$ cat config.mk
export PLATFORM = sky130hd
export DESIGN_NAME = icx_switcher
export DESIGN_NICKNAME = d
export VERILOG_FILES = /design/src/rtl/icx_pkg.sv /design/src/rtl/icx_gate.sv /design/src/rtl/icx_addr.sv /design/src/rtl/icx_seq.sv /design/src/rtl/icx_switcher.sv
export SDC_FILE = /design/constraint.sdc
export NUM_CORES = 1
export LEC_CHECK = 0
export BUFFER_PORTS_ARGS = -buffer_cell sky130_fd_sc_hd__buf_2
export CAP_MARGIN = 15
export CELL_PAD_IN_SITES_DETAIL_PLACEMENT = 1
export CELL_PAD_IN_SITES_GLOBAL_PLACEMENT = 1
export CORE_ASPECT_RATIO = 1.5
export CORE_MARGIN = 4
export CORE_UTILIZATION = 37
export CTS_CLUSTER_DIAMETER = 30
export DETAILED_ROUTE_END_ITERATION = 6
export GPL_ROUTABILITY_DRIVEN = 0
export PLACE_DENSITY_LB_ADDON = 0.1
export SLEW_MARGIN = 25
export SYNTH_ARGS = -nofsm -noshare
export SYNTH_HDL_FRONTEND = slang
export SYNTH_SLANG_ARGS = --single-unit
$ cat constraint.sdc
create_clock -name clk -period 3.17 [get_ports clk]
set_clock_uncertainty 0.05 [all_clocks]
set_input_delay 0.1585 -clock clk [delete_from_list [all_inputs] [get_ports clk]]
set_output_delay 0.1585 -clock clk [all_outputs]
set_load 0.01 [all_outputs]
$ cat src/rtl/icx_pkg.sv
// Package: shared types for the interrupt context switcher.
// Assumes nothing beyond a single clock domain.
package icx_pkg;

    // Sequencer phases, in the order the memory cycles are issued
    typedef enum logic [2:0] {
        S_IDLE  = 3'd0,
        S_RD_WP = 3'd1,
        S_RD_PC = 3'd2,
        S_WR13  = 3'd3,
        S_WR14  = 3'd4,
        S_WR15  = 3'd5,
        S_ACK   = 3'd6
    } icx_state_e;

endpackage

$ cat src/rtl/icx_gate.sv
// Acceptance gate: decides at an instruction boundary whether a hardware
// or software request is taken. Hardware wins when both qualify.
// Assumes boundary is already suppressed by the caller while a switch runs.
module icx_gate #(
    parameter int LW = 4
) (
    input  logic          boundary,
    input  logic          irq_req,
    input  logic [LW-1:0] irq_level,
    input  logic [LW-1:0] mask,
    input  logic          sw_req,
    input  logic [LW-1:0] sw_num,
    output logic          take,
    output logic          take_hw,
    output logic [LW-1:0] take_idx
);

    logic hw_ok;
    logic sw_ok;

    // Qualify each request source and pick one
    always_comb begin
        hw_ok    = boundary && irq_req && (irq_level <= mask);
        sw_ok    = boundary && sw_req && !hw_ok;
        take     = hw_ok || sw_ok;
        take_hw  = hw_ok;
        take_idx = hw_ok ? irq_level : sw_num;
    end

endmodule

$ cat src/rtl/icx_addr.sv
// Address generator: forms the byte address of each memory cycle from the
// current phase, the selected vector and the freshly loaded workspace.
// Assumes words are REG_BYTES wide and a vector is two consecutive words.
module icx_addr
    import icx_pkg::*;
#(
    parameter int           AW         = 16,
    parameter int           LW         = 4,
    parameter int           REG_BYTES  = 2,
    parameter int           SAVE_FIRST = 13,
    parameter logic [AW-1:0] SW_BASE   = 16'h0040
) (
    input  icx_state_e    state,
    input  logic          is_hw,
    input  logic [LW-1:0] idx,
    input  logic [AW-1:0] wp,
    output logic [AW-1:0] addr
);

    localparam int            VEC_SHIFT = $clog2(2 * REG_BYTES);
    localparam logic [AW-1:0] OFF0 = AW'(SAVE_FIRST * REG_BYTES);
    localparam logic [AW-1:0] OFF1 = AW'((SAVE_FIRST + 1) * REG_BYTES);
    localparam logic [AW-1:0] OFF2 = AW'((SAVE_FIRST + 2) * REG_BYTES);
    localparam logic [AW-1:0] STEP = AW'(REG_BYTES);

    logic [AW-1:0] vec_base;

    // Vector location: table base plus index times vector size
    always_comb begin
        vec_base = (is_hw ? '0 : SW_BASE) + (AW'(idx) << VEC_SHIFT);
    end

    // Per-phase address selection
    always_comb begin
        unique case (state)
            S_RD_WP: addr = vec_base;
            S_RD_PC: addr = vec_base + STEP;
            S_WR13:  addr = wp + OFF0;
            S_WR14:  addr = wp + OFF1;
            S_WR15:  addr = wp + OFF2;
            default: addr = '0;
        endcase
    end

endmodule

$ cat src/rtl/icx_seq.sv
// Sequencer: snapshots the interrupted context on acceptance, runs two
// vector reads and three save writes with a ready handshake, then pulses
// ack. Assumes the mask field sits at MASK_LSB of the status word.
module icx_seq
    import icx_pkg::*;
#(
    parameter int DW       = 16,
    parameter int LW       = 4,
    parameter int MASK_LSB = 0
) (
    input  logic          clk,
    input  logic          rst_n,
    input  logic          take,
    input  logic          take_hw,
    input  logic [LW-1:0] take_idx,
    input  logic [DW-1:0] cur_pc,
    input  logic [DW-1:0] cur_wp,
    input  logic [DW-1:0] cur_st,
    input  logic          mem_ready,
    input  logic [DW-1:0] mem_rdata,
    output icx_state_e    state,
    output logic          lat_hw,
    output logic [LW-1:0] lat_idx,
    output logic          mem_req,
    output logic          mem_we,
    output logic [DW-1:0] mem_wdata,
    output logic [DW-1:0] new_pc,
    output logic [DW-1:0] new_wp,
    output logic [DW-1:0] new_st,
    output logic          ack,
    output logic          busy
);

    logic [DW-1:0] old_pc;
    logic [DW-1:0] old_wp;
    logic [DW-1:0] old_st;
    logic [DW-1:0] st_masked;

    // Status word for a hardware entry: mask lowered one below the level
    always_comb begin
        st_masked = cur_st;
        st_masked[MASK_LSB +: LW] = (take_idx == '0) ? '0 : take_idx - LW'(1);
    end

    // Phase register, context snapshot and result registers
    always_ff @(posedge clk) begin
        if (!rst_n) begin
            state   <= S_IDLE;
            lat_hw  <= 1'b0;
            lat_idx <= '0;
            old_pc  <= '0;
            old_wp  <= '0;
            old_st  <= '0;
            new_pc  <= '0;
            new_wp  <= '0;
            new_st  <= '0;
        end else begin
            unique case (state)
                S_IDLE: if (take) begin
                    lat_hw  <= take_hw;
                    lat_idx <= take_idx;
                    old_pc  <= cur_pc;
                    old_wp  <= cur_wp;
                    old_st  <= cur_st;
                    new_st  <= take_hw ? st_masked : cur_st;
                    state   <= S_RD_WP;
                end
                S_RD_WP: if (mem_ready) begin
                    new_wp <= mem_rdata;
                    state  <= S_RD_PC;
                end
                S_RD_PC: if (mem_ready) begin
                    new_pc <= mem_rdata;
                    state  <= S_WR13;
                end
                S_WR13: if (mem_ready) state <= S_WR14;
                S_WR14: if (mem_ready) state <= S_WR15;
                S_WR15: if (mem_ready) state <= S_ACK;
                S_ACK:  state <= S_IDLE;
                default: state <= S_IDLE;
            endcase
        end
    end

    // Memory cycle controls and write data per phase
    always_comb begin
        mem_req   = (state == S_RD_WP) || (state == S_RD_PC) || (state == S_WR13)
                 || (state == S_WR14) || (state == S_WR15);
        mem_we    = (state == S_WR13) || (state == S_WR14) || (state == S_WR15);
        ack       = (state == S_ACK);
        busy      = (state != S_IDLE);
        unique case (state)
            S_WR13:  mem_wdata = old_wp;
            S_WR14:  mem_wdata = old_pc;
            S_WR15:  mem_wdata = old_st;
            default: mem_wdata = '0;
        endcase
    end

    // acknowledge lasts one cycle and no memory cycle follows it at once
    p_ack_single_r7: assert property (@(posedge clk) disable iff (!rst_n)
        ack |=> (!ack && !mem_req));

    // a hardware entry never raises the mask; it drops it unless already 0
    p_mask_lower_r6: assert property (@(posedge clk) disable iff (!rst_n)
        (ack && lat_hw) |-> ((new_st[MASK_LSB +: LW] < old_st[MASK_LSB +: LW])
                             || (old_st[MASK_LSB +: LW] == '0)));

    // a software entry leaves the status word untouched
    p_sw_status_r4: assert property (@(posedge clk) disable iff (!rst_n)
        (ack && !lat_hw) |-> (new_st == old_st));

endmodule

$ cat src/rtl/icx_switcher.sv
// Top: prioritized interrupt context switcher. Gates requests at
// instruction boundaries, then drives a five-cycle memory sequence that
// loads a new workspace/PC pair and saves the old context into it.
// Assumes one word per memory cycle and byte addressing.
module icx_switcher
    import icx_pkg::*;
#(
    parameter int            DW         = 16,
    parameter int            AW         = 16,
    parameter int            LW         = 4,
    parameter int            MASK_LSB   = 0,
    parameter int            SAVE_FIRST = 13,
    parameter logic [AW-1:0] SW_BASE    = 16'h0040
) (
    input  logic          clk,
    input  logic          rst_n,
    input  logic          boundary,
    input  logic          irq_req,
    input  logic [LW-1:0] irq_level,
    input  logic          sw_req,
    input  logic [LW-1:0] sw_num,
    input  logic [DW-1:0] cur_pc,
    input  logic [DW-1:0] cur_wp,
    input  logic [DW-1:0] cur_st,
    output logic          mem_req,
    output logic          mem_we,
    output logic [AW-1:0] mem_addr,
    output logic [DW-1:0] mem_wdata,
    input  logic [DW-1:0] mem_rdata,
    input  logic          mem_ready,
    output logic [DW-1:0] new_pc,
    output logic [DW-1:0] new_wp,
    output logic [DW-1:0] new_st,
    output logic          ack,
    output logic          busy
);

    localparam int REG_BYTES = DW / 8;

    icx_state_e    state;
    logic          gate_bnd;
    logic          take;
    logic          take_hw;
    logic [LW-1:0] take_idx;
    logic          lat_hw;
    logic [LW-1:0] lat_idx;

    // Boundary strobes are ignored while a switch is running
    always_comb gate_bnd = boundary && !busy;

    icx_gate #(.LW(LW)) u_gate (
        .boundary (gate_bnd),
        .irq_req  (irq_req),
        .irq_level(irq_level),
        .mask     (cur_st[MASK_LSB +: LW]),
        .sw_req   (sw_req),
        .sw_num   (sw_num),
        .take     (take),
        .take_hw  (take_hw),
        .take_idx (take_idx)
    );

    icx_seq #(.DW(DW), .LW(LW), .MASK_LSB(MASK_LSB)) u_seq (
        .clk      (clk),
        .rst_n    (rst_n),
        .take     (take),
        .take_hw  (take_hw),
        .take_idx (take_idx),
        .cur_pc   (cur_pc),
        .cur_wp   (cur_wp),
        .cur_st   (cur_st),
        .mem_ready(mem_ready),
        .mem_rdata(mem_rdata),
        .state    (state),
        .lat_hw   (lat_hw),
        .lat_idx  (lat_idx),
        .mem_req  (mem_req),
        .mem_we   (mem_we),
        .mem_wdata(mem_wdata),
        .new_pc   (new_pc),
        .new_wp   (new_wp),
        .new_st   (new_st),
        .ack      (ack),
        .busy     (busy)
    );

    icx_addr #(
        .AW(AW), .LW(LW), .REG_BYTES(REG_BYTES),
        .SAVE_FIRST(SAVE_FIRST), .SW_BASE(SW_BASE)
    ) u_addr (
        .state(state),
        .is_hw(lat_hw),
        .idx  (lat_idx),
        .wp   (AW'(new_wp)),
        .addr (mem_addr)
    );

    // a stalled cycle keeps every control and data output steady
    p_hold_cycle_r10: assert property (@(posedge clk) disable iff (!rst_n)
        (mem_req && !mem_ready) |=> (mem_req && $stable(mem_we)
                                     && $stable(mem_addr) && $stable(mem_wdata)));

    // no memory traffic outside a running switch
    p_idle_quiet_r2: assert property (@(posedge clk) disable iff (!rst_n)
        !busy |-> !mem_req);

    // a busy switcher never restarts on a new strobe
    p_no_restart_r9: assert property (@(posedge clk) disable iff (!rst_n)
        (busy && !ack) |=> busy);

endmodule

==> impl_summary.md <==
Run status
The flow ran to the end, and the final reports show no timing, DRC or antenna violations.

Finish
Fill cells in the final layout number 1,648. In the final layout, the share of cells above drive strength 1 is 0.2649. Leaving out fill and tap cells, the most frequent cells in the layout are sky130_fd_sc_hd__nand2_1, sky130_fd_sc_hd__buf_2, sky130_fd_sc_hd__dfxtp_1. Once layout is complete, the cells apart from fillers number 895. 0 antenna diodes ended up in the layout. The area growth from synthesis to layout is 23.25%. Leaving out fill and tap cells, the most frequent cell in the layout is sky130_fd_sc_hd__nand2_1.

The number of nets in the final layout is 817.

Floorplanning
The height of the die is 149.4 um. The number of rows created at floorplan is 51. The region available for standard cell placement spans 0.01302 mm^2. The area of the die is 0.01529 mm^2.

The initial core utilization is 0.3791. The width of the die is 102.3 um. 162 I/O pins were placed.

Placement
The cell count after placement is 876. The count of buffers inserted at the top-level ports is 161. The detailed placement HPWL is 12.11 mm.

Logic synthesis
The unique cell type count in the Yosys netlist is 56. The synthesized net count is 690. The number of synthesized flops with an enable pin is 0.

The cell area after technology mapping is 0.004935 mm^2. In the synthesized netlist the dominant register cell turns out to be sky130_fd_sc_hd__dfxtp_1. The share of the Yosys chip area taken by registers is 0.3732. The cell count after synthesis is 605. Counting flops and latches in the post-synthesis netlist gives 92. Counting flops with an async set or reset pin after synthesis yields a share of 0.

The synthesized area divided by synthesized cell count is 8.157 um^2. Yosys printed 0 warnings.

Pwr
The analysis attributes to cell leakage a power of 2.793 nW. The power density relative to cell area is 515.4 mW/mm^2. VDD sags by at most 274.8 uV.

Detailed routing
The number of design rule violations left after detail routing is 0. The average vias per placed instance is 5.330. The violation count after the first detailed-route iteration is 90.

The post-route antenna net violation count is 0. After detailed routing, the average wire length per cell comes to 18.12 um. The number of optimization iterations in the first detailed-route pass is 5. Across all layers, the routed design uses 4,770 vias. The final layout contains routed wiring with a total length of 16.22 mm.

Timing
The transition at the pin with the smallest max-transition slack is 0.7807 ns. The tightest hold path in the finished design has a slack of 0.01168 ns. The final number of hold-violating endpoints was 0. The post-route minimum period is 2.979 ns. The worst-case headroom to the max-slew limit is 0.4795. The portion of the clock cycle consumed by the worst path in the final layout is 0.9398.

Setup repair after global routing left no endpoint under its margin. The setup TNS is 0 ns. Setup violations remaining at the end of the flow were counted as 0. The number of pins exceeding their max-slew limit in the final report came to 0. Derived from the worst setup path, the maximum achievable clock frequency is 0.3357 GHz.

GRT
The number of antenna violations at the first check in global routing is 1. Across every metal layer, demand over resource in global routing totals 0.2135. Entering global routing, the biggest net connects 81 pins. The first global-routing pass estimated 25.52 mm of wire. The number of global-route vias before repair is 5,064.

The total congestion overflow after global routing is 0.

CTS
After clock tree synthesis, the clock-pin slew on the worst setup and hold paths is 0.07 ns. The buffer levels on the longest clock path is 2. The number of clock buffers added by TritonCTS is 9. The insertion delay to the later sink of the worst-skew pair is 0.34 ns.

The H-tree depth is 3. The tree is rooted in a sky130_fd_sc_hd__clkbuf_16. Post-CTS timing repair inserted 0 buffers for setup. The tree built by TritonCTS fans out to 92 sinks. TritonCTS built the clock tree.

Setup path
Traced cell by cell, the critical path runs through nor2b_2 > and2_1 > ha_1 > a2111o_1 > nand2_1 > xor2_1 > mux2_2 > a211oi_1 > buf_2. STA puts the critical path data required time at 2.96 ns. The number of buffers and inverters on the critical path is 1.

The cell class contributing the biggest share of worst-path delay is compound AO/OA/AOI/OAI gates. The endpoint type of the worst setup path is a primary output. The critical path is of the flip-flop to primary output type.

The startpoint type of the worst setup path is a flip-flop. The critical path's slowest cell is sky130_fd_sc_hd__a2111o_1. In this design, the stage delay of the slowest critical-path cell is 0.47 ns. Of all nets on the critical path, the largest fanout is 4.

For the worst setup path, the data arrival time is 2.77 ns.

Worst hold path
The path class of the tightest hold or removal check is input pin to flip-flop.

Run
The max-cap violation count is 0.
==> power breakdown <==
group	internal (mW)	leakage (nW)	switching, mW
Clock	0.768	0.162	0.467
Combinational	0.243	1.88	0.339
Sequential	1.25	0.751	0.0704
==> routing by layer <==
metal	vias up	global-route usage	wire (um)	part of all wire
li1	2315	-	-	-
met2	116	0.4183	9225	0.57
met5	-	0	13	0.00080
met4	2	0.07354	395	0.024
met1	2308	0.2172	5847	0.36
met3	29	0.04198	733	0.045
==> cell usage after synthesis (5+ instances only) <==
cell type,instances,area (um^2)
sky130_fd_sc_hd__inv_1,9,33.78
sky130_fd_sc_hd__a22o_1,32,280.3
sky130_fd_sc_hd__o21ai_0,7,35.03
sky130_fd_sc_hd__ha_1,6,75.07
sky130_fd_sc_hd__buf_2,7,35.03
sky130_fd_sc_hd__nand3b_1,6,45.04
sky130_fd_sc_hd__clkbuf_1,30,112.6
sky130_fd_sc_hd__buf_4,16,120.1
sky130_fd_sc_hd__a31oi_1,5,31.28
sky130_fd_sc_hd__dfxtp_1,92,1842
sky130_fd_sc_hd__nand2_1,183,686.9
sky130_fd_sc_hd__a21boi_0,21,157.7
sky130_fd_sc_hd__mux2i_1,57,570.6
sky130_fd_sc_hd__nor2_1,21,78.83
sky130_fd_sc_hd__a21oi_1,31,155.2
sky130_fd_sc_hd__nand3_1,5,25.02
sky130_fd_sc_hd__a211oi_1,7,52.55
==> through the flow <==
stage                     setup WS, ns  cell area (um^2)  utilization  total power, mW
after floorplan                 0.5121              4935            -            1.734
after global placement          0.6329              5703       0.4381            1.903
after detailed placement        0.5318              5703       0.4381            1.926
after CTS                       0.1325              6080       0.4670            3.177
after global routing           0.06063              6082       0.4672            3.291
final                           0.1909              6082       0.4672            3.134
==> final cells by class <==
cell class,instances,area [um^2],share of cell area
inverters,10,37.54,0.006172
multi-input cells,444,2731,0.4491
flip-flops and latches,92,1842,0.3028
clock buffers,9,225.2,0.03703
repair buffers,175,935.9,0.1539
well taps,159,198.9,0.03271
clock inverters,6,111.4,0.01831
==> kinds of logic after synthesis <==
logic type                 after synthesis  share of synthesized area
xor gates and xnor gates                 7                    0.01242
and+or+nand+nor                        245                     0.2150
muxes                                   58                     0.1179
DFF                                     92                     0.3732
adders and majority gates                7                    0.01927
buffers and inverters                   69                    0.07429
AOI/OAI and AO/OA                      127                     0.1879
==> flip-flops by register name (all words and copies together) (netlist names) <==
name,cells
u_seq.lat_idx,4
u_seq.old_wp,16
u_seq.new_pc,16
u_seq.state,3
u_seq.lat_hw,1
u_seq.new_st,4
u_seq.old_st,16
u_seq.new_wp,16
u_seq.old_pc,16
==> worst paths after layout <==
kind	from	to	slack, ns	cells after the start
setup reg to reg	u_seq.state[0]	u_seq.old_wp[5]	0.89	8
hold / removal	cur_wp[1]	u_seq.old_wp[1]	0.01	3
hold reg to reg	u_seq.new_pc[15]	u_seq.new_pc[15]	0.41	2
setup / recovery	u_seq.state[0]	mem_addr[6]	0.19	9
==> worst min-delay path, stage by stage <==
cell,delay [ns]
sky130_fd_sc_hd__buf_2,0.10
sky130_fd_sc_hd__nand2_1,0.05
sky130_fd_sc_hd__mux2i_1,0.05
==> timing repair <==
| item | CTS | global route |
|---|---|---|
| setup endpoints to repair | 0 | 1 |
| resized for setup | 0 | 1 |
| endpoints found under the hold margin | 4 | 0 |
| hold buffers | 4 | 0 |
(Power assumes the default switching activity.)
